===== config.mk =====
export PLATFORM = sky130hd
export DESIGN_NAME = dual_window_wdog
export DESIGN_NICKNAME = d
export VERILOG_FILES = /design/src/rtl/dual_window_wdog.sv
export SDC_FILE = /design/constraint.sdc
export NUM_CORES = 1
export LEC_CHECK = 0
export BUFFER_PORTS_ARGS = -buffer_cell sky130_fd_sc_hd__buf_4
export CAP_MARGIN = 25
export CORE_MARGIN = 1
export CORE_UTILIZATION = 55
export CTS_CLUSTER_DIAMETER = 80
export DETAILED_ROUTE_END_ITERATION = 8
export PLACE_DENSITY = 0.75
export SYNTH_ARGS = -nofsm -noshare
export SYNTH_HDL_FRONTEND = slang
export SYNTH_SLANG_ARGS = --single-unit

===== constraint.sdc =====
create_clock -name clk -period 3 [get_ports clk]
set_input_delay 0.6 -clock clk [delete_from_list [all_inputs] [get_ports clk]]
set_output_delay 0.6 -clock clk [all_outputs]
set_load 0.005 [all_outputs]

===== src/rtl/dual_window_wdog.sv =====
`timescale 1ns/1ps
module dual_window_wdog #(
  parameter int CLOSED_LONG  = 20,
  parameter int OPEN_LONG    = 40,
  parameter int CLOSED_SHORT = 8,
  parameter int OPEN_SHORT   = 16,
  parameter int PULSE_LEN    = 6,
  parameter int DEBOUNCE     = 4,
  parameter int GOOD_NEEDED  = 3
) (
  input  logic clk,
  input  logic rst_n,
  input  logic trig_i,
  input  logic mode_i,
  input  logic wake_i,
  output logic rst_out_n,
  output logic en_o
);
  localparam int LONG_LAST  = CLOSED_LONG + OPEN_LONG - 1;
  localparam int SHORT_LAST = CLOSED_SHORT + OPEN_SHORT - 1;
  localparam int MAX_LAST   = (LONG_LAST > SHORT_LAST) ? LONG_LAST : SHORT_LAST;
  localparam int CW = $clog2(MAX_LAST + 1);
  localparam int PW = $clog2(PULSE_LEN + 1);
  localparam int DW = $clog2(DEBOUNCE + 1);
  localparam int GW = $clog2(GOOD_NEEDED + 1);

  logic [2:0]    trig_sh;
  logic [1:0]    wake_sy;
  logic          wake_lvl;
  logic [DW-1:0] deb_cnt;
  logic          in_pulse;
  logic          win_long;
  logic [CW-1:0] win_cnt;
  logic [PW-1:0] pulse_cnt;
  logic [GW-1:0] good_cnt;

  logic          trig_fall, wake_diff, wake_evt;
  logic [CW-1:0] closed_len, last_cnt;
  logic          early, on_time, expired, wake_hit, fault;

  assign trig_fall = trig_sh[2] & ~trig_sh[1];

  always_ff @(posedge clk or negedge rst_n)
    if (!rst_n) trig_sh <= 3'b111;
    else        trig_sh <= {trig_sh[1:0], trig_i};

  assign wake_diff = wake_sy[1] ^ wake_lvl;
  assign wake_evt  = wake_diff && (deb_cnt == DW'(DEBOUNCE - 1));

  always_ff @(posedge clk or negedge rst_n)
    if (!rst_n) begin
      wake_sy  <= 2'b00;
      wake_lvl <= 1'b0;
      deb_cnt  <= '0;
    end else begin
      wake_sy <= {wake_sy[0], wake_i};
      if (!wake_diff) deb_cnt <= '0;
      else if (wake_evt) begin
        deb_cnt  <= '0;
        wake_lvl <= wake_sy[1];
      end else deb_cnt <= deb_cnt + 1'b1;
    end

  assign closed_len = win_long ? CW'(CLOSED_LONG) : CW'(CLOSED_SHORT);
  assign last_cnt   = win_long ? CW'(LONG_LAST)   : CW'(SHORT_LAST);
  assign early      = trig_fall && (win_cnt < closed_len);
  assign on_time    = trig_fall && !early;
  assign expired    = !trig_fall && (win_cnt == last_cnt);
  assign wake_hit   = wake_evt && win_long;
  assign fault      = !in_pulse && (early || expired || wake_hit);

  always_ff @(posedge clk or negedge rst_n)
    if (!rst_n) begin
      in_pulse  <= 1'b0;
      win_long  <= 1'b1;
      win_cnt   <= '0;
      pulse_cnt <= '0;
      good_cnt  <= '0;
    end else if (in_pulse) begin
      if (pulse_cnt == PW'(PULSE_LEN - 1)) begin
        in_pulse  <= 1'b0;
        pulse_cnt <= '0;
        win_cnt   <= '0;
        win_long  <= 1'b1;
      end else pulse_cnt <= pulse_cnt + 1'b1;
    end else if (fault) begin
      in_pulse  <= 1'b1;
      pulse_cnt <= '0;
      good_cnt  <= '0;
    end else if (on_time) begin
      win_cnt  <= '0;
      win_long <= !mode_i;
      if (good_cnt != GW'(GOOD_NEEDED)) good_cnt <= good_cnt + 1'b1;
    end else win_cnt <= win_cnt + 1'b1;

  assign rst_out_n = !in_pulse;
  assign en_o      = (good_cnt == GW'(GOOD_NEEDED));
endmodule


==> results_tabular.tex <==
\begin{tabular}{lr}
\hline
Metric & Value \\
\hline
\multicolumn{2}{l}{\textbf{STA}} \\
Count of final max-slew check failures & 0 \\
Maximum clock rate & 411.1 MHz \\
Slack of the critical path & 0.5673 ns \\
Total setup violations reported at the end of the flow & 0 \\
Tightest slew margin relative to the limit & 0.6372 \\
Transition time at the pin with the least slew margin & between 0.5 and 0.6 ns \\
Setup TNS & 0 ns \\
Worst Skew & 0.001897 ns \\
Portion of the clock cycle consumed by the worst path in the final layout & 0.8109 \\
Hold violation total from the final report & 0 \\
Post-layout min period & 2.433 ns \\
RSZ-0062 raised after global routing & false \\
\multicolumn{2}{l}{\textbf{Route}} \\
DRC viols & 0 \\
Total length of routed wires & 2.170 mm \\
Number of optimization iterations in the first detailed-route pass & 4 \\
Vias per std cell & between 6 and 7 \\
Total vias in the final route & 877 \\
Detailed router's first-iteration violation count & 24 \\
Residual antenna-violating net count after detailed routing & 0 \\
Per-cell routed wire length & 15.17 µm \\
\multicolumn{2}{l}{\textbf{Power and ir drop}} \\
Leakage power figure & about 0.54 nW \\
Power Density & a little under 800 nW/µm² \\
Highest ir drop seen on vdd & 0.0004975 V \\
\multicolumn{2}{l}{\textbf{Clock tree}} \\
Clock transition at path regs & between 0.1 and 0.15 ns \\
Maximum clock path buffer count & 2 \\
Number of CTS-inserted buffers & 3 \\
Buffer type at the clock tree root & sky130\_fd\_sc\_hd\_\_clkbuf\_4 \\
Clock tree from TritonCTS & yes \\
Number of clock sinks seen by CTS & 22 \\
Number of buffers inserted for hold repair after clock tree synthesis & 0 \\
H-tree Lvls & 1 \\
Clock latency of the later-clocked register in the worst-skew pair & 0.30 ns \\
Number of instances resized during post-cts repair & 0 \\
Count of buffers added by post-CTS timing repair for setup & 0 \\
\multicolumn{2}{l}{\textbf{Yosys}} \\
Syn nets & 118 \\
Post-synthesis async set-or-reset flop share & 1.000 \\
Number of cells produced by synthesis & between 100 and 150 \\
Number of distinct library cells after synthesis & 38 \\
Synth Flop Type & sky130\_fd\_sc\_hd\_\_dfrtp\_1 \\
Ys Warns & 0 \\
Mapped Area & 1130 µm² \\
Number of synthesized register bits & 22 \\
Mean Syn Cell Area & 10.56 µm² \\
Register area share after synthesis & 0.4917 \\
Number of enable flip-flop cells after synthesis & 0 \\
\multicolumn{2}{l}{\textbf{Placed design}} \\
Dpl cell area & around 1200 µm² \\
Number of buffers added on ports & 6 \\
DPL Wire Length & 1.592 mm \\
DP Worst Slack & between 0.6 and 0.7 ns \\
Gp weighted congestion & between 0.8 and 0.9 \\
\multicolumn{2}{l}{\textbf{Setup path}} \\
Category of the critical setup timing path & register to register \\
Launch instance of the worst register-to-register path & win\_long \\
End of the worst register-to-register path & pulse\_cnt[0] \\
Crit path launch type & register \\
Setup slack on the worst flop-to-flop path & 0.57 ns \\
Largest driver fanout on the critical path & 8 \\
Req. time, crit path & between 3 and 4 ns \\
R2R depth & 6 \\
Data arrival time of the worst path & 2.63 ns \\
Kind of end point of the critical path & register \\
\multicolumn{2}{l}{\textbf{Cells and area}} \\
Most common cell after layout, fill and taps aside & sky130\_fd\_sc\_hd\_\_dfrtp\_1 \\
Share of the core filled with cells in the final layout & 0.6353 \\
Final standard cell area without fillers & 1234 µm² \\
Count of nets after finishing & 128 \\
Most used cells in the layout excluding fill and tap cells & sky130\_fd\_sc\_hd\_\_dfrtp\_1, sky130\_fd\_sc\_hd\_\_nand2\_1, sky130\_fd\_sc\_hd\_\_nand3\_1, sky130\_fd\_sc\_hd\_\_buf\_4, sky130\_fd\_sc\_hd\_\_ha\_1 \\
Number of inserted diodes & 0 \\
Layout cell share with drive strength beyond 1 & 0.1983 \\
Post-synthesis to final-layout area growth & 9.191\% \\
\multicolumn{2}{l}{\textbf{Global route}} \\
Largest net degree at the start of global routing & 23 \\
Total global routing overflow & 0 \\
Overall Global Routing Usage & 0.2144 \\
Number of antenna violations at the first check in global routing & 0 \\
First-pass GRT wire length & 3.270 mm \\
Vias in the first global route & 779 \\
\multicolumn{2}{l}{\textbf{Floorplan}} \\
Floorplan row count & 16 \\
Placeable Area & $\sim$2000 µm² \\
Die Footprint & 2240 µm² \\
Initial core utilization & 0.5818 \\
I/O pins & 7 \\
Die Y-Extent & 47.33 µm \\
Die width & 47.33 µm \\
\multicolumn{2}{l}{\textbf{Min path}} \\
Classification of the worst-slack hold path & input pin to asynchronous set/reset pin \\
\multicolumn{2}{l}{\textbf{Run status}} \\
Outcome & complete, no violations \\
\multicolumn{2}{l}{\textbf{Flow run}} \\
Max-Cap Viols & 0 \\
\hline
\end{tabular}
state kept, by name (all words and copies together) (netlist names):
name and flops:
deb_cnt 3, good_cnt 2, in_pulse 1, pulse_cnt 3
trig_sh 3, wake_lvl 1, wake_sy 2, win_cnt 6
win_long 1
synth_stat cells, types with 2 or more instances:
master | n | share of area
sky130_fd_sc_hd__nand4_1 | 4 | 0.022
sky130_fd_sc_hd__nand2_1 | 14 | 0.047
sky130_fd_sc_hd__dfrtp_1 | 18 | 0.40
sky130_fd_sc_hd__ha_1 | 6 | 0.066
sky130_fd_sc_hd__nor3_1 | 2 | 0.0089
sky130_fd_sc_hd__and2b_2 | 2 | 0.016
sky130_fd_sc_hd__and3b_1 | 2 | 0.016
sky130_fd_sc_hd__o22ai_1 | 3 | 0.017
sky130_fd_sc_hd__inv_1 | 5 | 0.017
sky130_fd_sc_hd__o21ai_0 | 5 | 0.022
sky130_fd_sc_hd__o211ai_1 | 5 | 0.033
sky130_fd_sc_hd__mux2_2 | 2 | 0.020
sky130_fd_sc_hd__buf_6 | 2 | 0.020
sky130_fd_sc_hd__nor2_1 | 2 | 0.0066
sky130_fd_sc_hd__a21oi_1 | 2 | 0.0089
sky130_fd_sc_hd__nand3_1 | 8 | 0.035
sky130_fd_sc_hd__dfstp_2 | 4 | 0.093
routing by layer:
metal  share of wire  wire length, µm  GRT usage
met3           0.032               69    0.03462
met1            0.46              991     0.2805
met4           0.018               38    0.07429
met5               0                0          0
met2            0.49             1071     0.3589
worst max-delay path: stages (launching register included):
cell and delay [ns]:
sky130_fd_sc_hd__dfstp_2 0.62, sky130_fd_sc_hd__inv_1 0.07, sky130_fd_sc_hd__ha_1 0.31, sky130_fd_sc_hd__a211o_1 0.32, sky130_fd_sc_hd__or3b_1 0.40, sky130_fd_sc_hd__and3_1 0.31
sky130_fd_sc_hd__mux2_4 0.30
cell type report:
class | count | area, µm²
clock buffers | 4 | 36.28
multi-input cells | 76 | 525.5
repair buffers | 8 | 60.06
fillers | 158 | 708.2
inverters | 6 | 22.52
flip-flops and latches | 22 | 555.5
well taps | 27 | 33.78
power breakdown:
group	internal (mW)	switching, mW
Sequential	0.380	0.0929
Combinational	0.164	0.179
Clock	0.0740	0.0824
Total	0.618	0.354
logic make-up after synthesis:
kind of cell / count (synthesis) / share of synthesized area
XOR/XNOR: 2 / 0.01551
adder cells (fa/ha/maj): 6 / 0.06644
AO/OA/AOI/OAI: 21 / 0.1263
AND/OR/NAND/NOR: 43 / 0.2149
buffers and inverters: 9 / 0.04318
multiplexers: 4 / 0.04208
flip-flops: 22 / 0.4917
how the worst max path moves through the flow:
stage / start / endpoint / depth (start not counted)
after floorplan: win_long / pulse_cnt[0] / 7
after global placement: win_long / pulse_cnt[0] / 6
after detailed placement: win_long / pulse_cnt[0] / 6
after CTS: win_long / pulse_cnt[0] / 6
after global routing: win_long / pulse_cnt[0] / 6
final: win_long / pulse_cnt[0] / 6
metrics by stage:
stage               power [mW]  hold slack, ns  cells
detailed placement      0.8203          0.3378    139
floorplan               0.7259          0.3044    107
global placement        0.7866          0.3328    139
CTS                     0.9753          0.1638    143
finish                  0.9722          0.1632    143
global route             1.036          0.1704    143
Note: power is estimated with default switching activity, not from simulation.
